--- src/rtl/awu_pkg.sv ---
package awu_pkg;
    parameter int WORD_W  = 32;
    parameter int SMP_W   = 24;
    parameter int CTRL_W  = 4;
    parameter int PCODE_W = 2;
    localparam int TAG_W  = WORD_W - SMP_W;
    localparam int BYTE_W = 8;

    typedef enum logic [1:0] {
        MD_TAGGED    = 2'd0,
        MD_ALTERNATE = 2'd1,
        MD_PACKED    = 2'd2,
        MD_CONTROL   = 2'd3
    } mode_e;

    typedef enum logic [1:0] {
        M2_FIRST  = 2'd0,
        M2_SECOND = 2'd1,
        M2_THIRD  = 2'd2
    } m2_state_e;

    typedef enum logic [1:0] {
        Q_EMPTY = 2'd0,
        Q_ONE   = 2'd1,
        Q_TWO   = 2'd2
    } q_state_e;

    typedef struct packed {
        logic               chan;
        logic [SMP_W-1:0]   data;
        logic [CTRL_W-1:0]  ctrl;
        logic               pman;
        logic [PCODE_W-1:0] pcode;
    } sample_t;
endpackage

--- src/rtl/awu_regroup.sv ---
module awu_regroup
    import awu_pkg::*;
(
    input  logic              clk,
    input  logic              rst_n,
    input  logic              restart,
    input  logic              step,
    input  logic [WORD_W-1:0] word,
    output logic [1:0]        n_out,
    output logic [SMP_W-1:0]  first_data,
    output logic              first_chan,
    output logic [SMP_W-1:0]  second_data
);
    localparam int PART_W = 2 * BYTE_W;

    m2_state_e         state_q, state_d;
    logic [PART_W-1:0] part_q, part_d;

    always_ff @(posedge clk) begin
        if (!rst_n) begin
            state_q <= M2_FIRST;
            part_q  <= '0;
        end else begin
            state_q <= state_d;
            part_q  <= part_d;
        end
    end

    always_comb begin
        state_d     = state_q;
        part_d      = part_q;
        n_out       = 2'd0;
        first_data  = '0;
        first_chan  = 1'b0;
        second_data = '0;
        unique case (state_q)
            M2_FIRST: begin
                n_out      = 2'd1;
                first_data = word[SMP_W-1:0];
                first_chan = 1'b0;
                if (step) begin
                    part_d  = {{BYTE_W{1'b0}}, word[WORD_W-1 -: BYTE_W]};
                    state_d = M2_SECOND;
                end
            end
            M2_SECOND: begin
                n_out      = 2'd1;
                first_data = {word[PART_W-1:0], part_q[BYTE_W-1:0]};
                first_chan = 1'b1;
                if (step) begin
                    part_d  = word[WORD_W-1 -: PART_W];
                    state_d = M2_THIRD;
                end
            end
            M2_THIRD: begin
                n_out       = 2'd2;
                first_data  = {word[BYTE_W-1:0], part_q};
                first_chan  = 1'b0;
                second_data = word[WORD_W-1:BYTE_W];
                if (step) begin
                    part_d  = '0;
                    state_d = M2_FIRST;
                end
            end
            default: begin
                state_d = M2_FIRST;
                part_d  = '0;
            end
        endcase
        if (restart) begin
            state_d = M2_FIRST;
            part_d  = '0;
        end
    end
endmodule

--- src/rtl/awu_decode.sv ---
module awu_decode
    import awu_pkg::*;
(
    input  logic              [1:0] mode,
    input  logic              [WORD_W-1:0] word,
    input  logic              alt_phase,
    input  logic              pre_manual_en,
    input  logic              [1:0] m2_n,
    input  logic              [SMP_W-1:0] m2_first,
    input  logic              m2_first_chan,
    input  logic              [SMP_W-1:0] m2_second,
    output logic              [1:0] n_out,
    output sample_t           s0,
    output sample_t           s1,
    output logic              tag_bad
);
    logic [TAG_W-1:0] top_byte;

    always_comb begin
        top_byte = word[WORD_W-1:SMP_W];
        n_out    = 2'd0;
        s0       = '0;
        s1       = '0;
        tag_bad  = 1'b0;
        unique case (mode_e'(mode))
            MD_TAGGED: begin
                s0.data = word[SMP_W-1:0];
                if (top_byte == TAG_W'(0)) begin
                    n_out   = 2'd1;
                    s0.chan = 1'b0;
                end else if (top_byte == TAG_W'(1)) begin
                    n_out   = 2'd1;
                    s0.chan = 1'b1;
                end else begin
                    tag_bad = 1'b1;
                end
            end
            MD_ALTERNATE: begin
                n_out   = 2'd1;
                s0.chan = alt_phase;
                s0.data = word[SMP_W-1:0];
            end
            MD_PACKED: begin
                n_out   = m2_n;
                s0.chan = m2_first_chan;
                s0.data = m2_first;
                s1.chan = 1'b1;
                s1.data = m2_second;
            end
            MD_CONTROL: begin
                n_out   = 2'd1;
                s0.chan = alt_phase;
                s0.data = word[SMP_W-1:0];
                s0.ctrl = word[SMP_W +: CTRL_W];
                s0.pman = pre_manual_en;
                s0.pcode = pre_manual_en ? word[SMP_W+CTRL_W +: PCODE_W] : '0;
            end
            default: n_out = 2'd0;
        endcase
    end
endmodule

--- src/rtl/awu_out_queue.sv ---
module awu_out_queue
    import awu_pkg::*;
(
    input  logic    clk,
    input  logic    rst_n,
    input  logic    load,
    input  logic    [1:0] load_n,
    input  sample_t in0,
    input  sample_t in1,
    output logic    empty,
    output logic    out_valid,
    input  logic    out_ready,
    output sample_t out_smp
);
    q_state_e state_q, state_d;
    sample_t  slot0_q, slot1_q, slot0_d, slot1_d;

    always_ff @(posedge clk) begin
        if (!rst_n) begin
            state_q <= Q_EMPTY;
            slot0_q <= '0;
            slot1_q <= '0;
        end else begin
            state_q <= state_d;
            slot0_q <= slot0_d;
            slot1_q <= slot1_d;
        end
    end

    always_comb begin
        state_d = state_q;
        slot0_d = slot0_q;
        slot1_d = slot1_q;
        unique case (state_q)
            Q_EMPTY: begin
                if (load && load_n != 2'd0) begin
                    slot0_d = in0;
                    slot1_d = in1;
                    state_d = (load_n == 2'd2) ? Q_TWO : Q_ONE;
                end
            end
            Q_ONE: begin
                if (out_ready) state_d = Q_EMPTY;
            end
            Q_TWO: begin
                if (out_ready) begin
                    slot0_d = slot1_q;
                    state_d = Q_ONE;
                end
            end
            default: state_d = Q_EMPTY;
        endcase
    end

    always_comb begin
        empty     = (state_q == Q_EMPTY);
        out_valid = (state_q == Q_ONE) || (state_q == Q_TWO);
        out_smp   = slot0_q;
    end
endmodule

--- src/rtl/audio_word_unpacker.sv ---
module audio_word_unpacker
    import awu_pkg::*;
(
    input  logic              clk,
    input  logic              rst_n,
    input  logic              clear,
    input  logic [1:0]        mode,
    input  logic              pre_manual_en,
    input  logic              wr_valid,
    output logic              wr_ready,
    input  logic [WORD_W-1:0] wr_data,
    output logic              smp_valid,
    input  logic              smp_ready,
    output logic              smp_chan,
    output logic [SMP_W-1:0]  smp_data,
    output logic [CTRL_W-1:0] smp_ctrl,
    output logic              smp_pre_manual,
    output logic [PCODE_W-1:0] smp_pre_code,
    output logic              tag_err
);
    logic [1:0]       mode_q;
    logic             alt_q;
    logic             tag_err_q;
    logic             restart;
    logic             accept;
    logic             q_empty;
    logic [1:0]       m2_n, dec_n;
    logic [SMP_W-1:0] m2_first, m2_second;
    logic             m2_first_chan;
    logic             dec_tag_bad;
    sample_t          dec_s0, dec_s1, head;

    always_comb begin
        restart  = clear || (mode != mode_q);
        wr_ready = q_empty && !restart;
        accept   = wr_valid && wr_ready;
    end

    always_ff @(posedge clk) begin
        if (!rst_n) begin
            mode_q    <= 2'd0;
            alt_q     <= 1'b0;
            tag_err_q <= 1'b0;
        end else begin
            mode_q    <= mode;
            tag_err_q <= accept && dec_tag_bad;
            if (restart)
                alt_q <= 1'b0;
            else if (accept && (mode == MD_ALTERNATE || mode == MD_CONTROL))
                alt_q <= ~alt_q;
        end
    end

    awu_regroup u_regroup (
        .clk         (clk),
        .rst_n       (rst_n),
        .restart     (restart),
        .step        (accept && mode == MD_PACKED),
        .word        (wr_data),
        .n_out       (m2_n),
        .first_data  (m2_first),
        .first_chan  (m2_first_chan),
        .second_data (m2_second)
    );

    awu_decode u_decode (
        .mode          (mode),
        .word          (wr_data),
        .alt_phase     (alt_q),
        .pre_manual_en (pre_manual_en),
        .m2_n          (m2_n),
        .m2_first      (m2_first),
        .m2_first_chan (m2_first_chan),
        .m2_second     (m2_second),
        .n_out         (dec_n),
        .s0            (dec_s0),
        .s1            (dec_s1),
        .tag_bad       (dec_tag_bad)
    );

    awu_out_queue u_queue (
        .clk       (clk),
        .rst_n     (rst_n),
        .load      (accept),
        .load_n    (dec_n),
        .in0       (dec_s0),
        .in1       (dec_s1),
        .empty     (q_empty),
        .out_valid (smp_valid),
        .out_ready (smp_ready),
        .out_smp   (head)
    );

    always_comb begin
        smp_chan       = head.chan;
        smp_data       = head.data;
        smp_ctrl       = head.ctrl;
        smp_pre_manual = head.pman;
        smp_pre_code   = head.pcode;
        tag_err        = tag_err_q;
    end
endmodule

--- config.mk ---
export PLATFORM = sky130hd
export DESIGN_NAME = audio_word_unpacker
export DESIGN_NICKNAME = d
export VERILOG_FILES = /design/src/rtl/awu_pkg.sv /design/src/rtl/awu_regroup.sv /design/src/rtl/awu_decode.sv /design/src/rtl/awu_out_queue.sv /design/src/rtl/audio_word_unpacker.sv
export SDC_FILE = /design/constraint.sdc
export NUM_CORES = 1
export LEC_CHECK = 0
export ABC_AREA = 0
export BUFFER_PORTS_ARGS = -buffer_cell sky130_fd_sc_hd__buf_2
export CELL_PAD_IN_SITES_DETAIL_PLACEMENT = 1
export CELL_PAD_IN_SITES_GLOBAL_PLACEMENT = 1
export CORE_MARGIN = 2
export CORE_UTILIZATION = 41
export DETAILED_ROUTE_END_ITERATION = 12
export PLACE_DENSITY = 0.77
export SYNTH_ARGS = -nofsm -noshare
export SYNTH_HDL_FRONTEND = slang
export SYNTH_SLANG_ARGS = --single-unit
--- constraint.sdc ---
create_clock -name clk -period 2.8 [get_ports clk]
set_input_delay 0.28 -clock clk [delete_from_list [all_inputs] [get_ports clk]]
set_output_delay 0.28 -clock clk [all_outputs]
set_load 0.02 [all_outputs]
==> impl_metrics.toml <==
[yosys]
synth_area_leaders = "dfxtp_1, mux2i_1, a22oi_1"
synth_fa_ha_area_share_pct = 0.930
ys_ff_latch = 81
synth_most_common_cell = "dfxtp_1"
synth-edff-count = 0
synth_common_cells = "dfxtp_1, nor2_1, nand2_1"
ys.flop_type = "dfxtp_1"
synth_mux_area_share_pct = 8.18
avgSynthCellArea_um2 = 8.32
synth-seq-area-share_pct = 40.2
ys_warn_count = 0
synth_top_area_share_pct = 40.2
synth_top_area_cell = "dfxtp_1"
synthDistinctLibCells = 40
synth_cells = 485
async_flop_share_pct = 0
synth_xor_area_share_pct = 1.08
yosys.area_share.simple_pct = 21.1
syn-cell-area_mm2 = 0.00404
synth-compound-area-share_pct = 23.0
synth_top_family_by_area = "compound AO/OA/AOI/OAI gates"
syn_nets = 528

[timing]
slew_headroom_pct = 17.7
finalSetupTns_ns = 0
hold_viol = 0
fin_ws_ns = 0.331
slew_viol_final = 0
max_freq_ghz = 0.405
hold_ws_ns = 0.217
setup_viol = 0
post-route-period-util_pct = 88.2
rsz0062_at_grt = "no"
tightest_slew_ns = 1.23
fin_skew_ns = 0.0121
min_period_ns = 2.47

[grt]
grt_pass1_wl_um = 20400
grtUsageMet3_pct = 3.02
grt_overflow = 0
antenna_found_initial = 0
track_usage_pct = 25.2
grtUsageMet2_pct = 39.9
met1_usage_pct = 36.2
grt_busiest_layer = "met2"
grt_max_degree = 50
grt_pass1_vias = 3777

[min_path]
hp-start = "wr_data[13]"
min_path_type = "in2reg"

[floorplan]
design.core.area_mm2 = 0.00968
die_w_um = 103
initial_core_util_pct = 41.7
die_area_mm2 = 0.0107
ios = 75
rows = 36
die_y_um = 103

[worst_setup_path]
path_buf_inv = 1
cp.required_ns = 3.05
cp.arrival_ns = 2.71
cpPeakStageDelay_ns = 0.53
reg2reg_from = "u_queue.state_q[0]"
cp.depth = 7
worst_setup_path_end_kind = "flop"
reg2reg_to = "u_queue.out_smp[4]"
cp_max_fo = 32
crit_start = "u_queue.state_q[0]"
rrSetupSlack_ns = 0.33
r2r_cells = 7
slowest_stage = "a22o_2"
crit_type = "reg2reg"
worstPathCellList = "inv_1 > ha_1 > nand3b_1 > or3_4 > or2_1 > a22o_2 > a32o_1"
worstSetupStartpointType = "flop"
critical_path.top_delay_family = "compound AO/OA/AOI/OAI gates"
crit_end = "u_queue.out_smp[4]"

[placement]
dp_slack_ns = 0.340
gp_congestion = 0.869
place_area_mm2 = 0.00448
port_buffers = 74
dp_hpwl_um = 8960

[cells_and_area]
post-route-util_pct = 48.3
drive_gt1_share_pct = 20.1
fillers = 1197
antenna_cells = 0
layout.nets = 579
area_growth_pct = 15.9
postLayoutCellArea_mm2 = 0.00468

[drt]
drt_iter0_drc = 239
vias = 3927
first_pass_iters = 5
antenna_left = 0
wirelength_um = 12900
wl_per_cell_um = 19.1
route.detailed.drc = 0
viasPerCell = 5.83

[clocking]
h-tree-depth = 3
cts_buffer_depth = 2
tritoncts = "done"
cts_setup_buffers = 0
numCtsBuffers = 9
clk_pin_slew_ns = 0.10
cts_hold_buffers = 0
root_buffer = "clkbuf_8"
worstSkewPairLatency_ns = 0.36
post_cts_resized = 0
clkSinkCount = 81

[pwr]
p_sw_share_pct = 27.6
cellLeakagePower_nw = 1.87
p_comb_share_pct = 12.0
power.switching_mw = 0.640
powerDensity_mw_per_mm2 = 495
power.internal_mw = 1.68
ir_drop_v = 0.000235
clkPwrFrac_pct = 37.3
p_seq_share_pct = 50.7

[run_status]
status = "finished, final reports clean"

[job]
drv_cap = 0
## kinds of logic after synthesis
logic type               Yosys count
flip-flops                        81
multiplexers                      33
AO/OA/AOI/OAI                    132
adder cells (fa/ha/maj)            3
AND/OR/NAND/NOR                  177
buffers and inverters             54
XOR/XNOR                           5
## power groups by stage
| stage | clock, mW | combinational, mW | sequential [mW] |
|---|---|---|---|
| after floorplan | 0 | 0.149 | 1.22 |
| after global routing | 0.929 | 0.305 | 1.18 |
| final | 0.864 | 0.278 | 1.18 |
| after detailed placement | 0 | 0.275 | 1.20 |
| after CTS | 0.878 | 0.277 | 1.18 |
| after global placement | 0 | 0.269 | 1.20 |
## per-stage QoR
step                      total power, mW  std cells
final                                2.32        674
after global routing                 2.41        674
after CTS                            2.33        674
after detailed placement             1.48        658
after global placement               1.47        658
after floorplan                      1.36        485
## cells in the final DEF (no fill, tap or decap), types with 4 or more instances in the layout
cell type  count
a22oi_1       32
nand3_1       26
a21oi_1       18
and2_1        14
nor4_1        11
a221oi_1      19
nor2_1        50
a2bb2oi_1     16
buf_2         74
a32o_1         6
buf_4         13
inv_1          5
dfxtp_1       81
mux2i_1       33
nor3_1         4
o21ai_0       32
nand2_1       45
nand2b_1      18
clkbuf_8       9
xor2_1         4
## how the worst min path moves through the flow
stage / to / cells after the start / slack, ns
after floorplan: u_queue.out_smp[0] / 1 / 0.41
after global placement: u_queue.out_smp[18] / 2 / 0.44
after detailed placement: u_queue.out_smp[27] / 2 / 0.45
after CTS: u_queue.slot1_q[12] / 3 / 0.22
after global routing: u_queue.slot1_q[18] / 3 / 0.25
final: u_queue.slot1_q[12] / 3 / 0.22
## state kept, by name, summed over array words and instances, names as in the netlist
signal	flops
tag_err	1
alt_q	1
mode_q	2
u_queue.slot1_q	25
u_regroup.state_q	2
u_regroup.part_q	16
u_queue.out_smp	32
u_queue.state_q	2
## tightest hold or removal path: stages
cell and delay [ns]:
buf_2 0.12, a22oi_1 0.07, nor2_1 0.08
## cell type report
type / instances / area (µm²) / share of cell area [%]
Clock buffer: 9 / 124 / 2.65
Sequential cell: 81 / 1620 / 34.7
Tap cell: 133 / 166 / 3.56
Multi-Input combinational cell: 350 / 2200 / 47.0
Timing Repair Buffer: 87 / 468 / 10.0
Clock inverter: 7 / 71.3 / 1.52
Inverter: 7 / 26.3 / 0.562
## metal layers
| metal | wire (µm) | vias to the layer above |
|---|---|---|
| met5 | 0 | - |
| met4 | 172 | 0 |
| met3 | 786 | 13 |
| met2 | 5990 | 151 |
| met1 | 5940 | 1907 |
| li1 | - | 1856 |
Power figures use the tool's default switching activity.
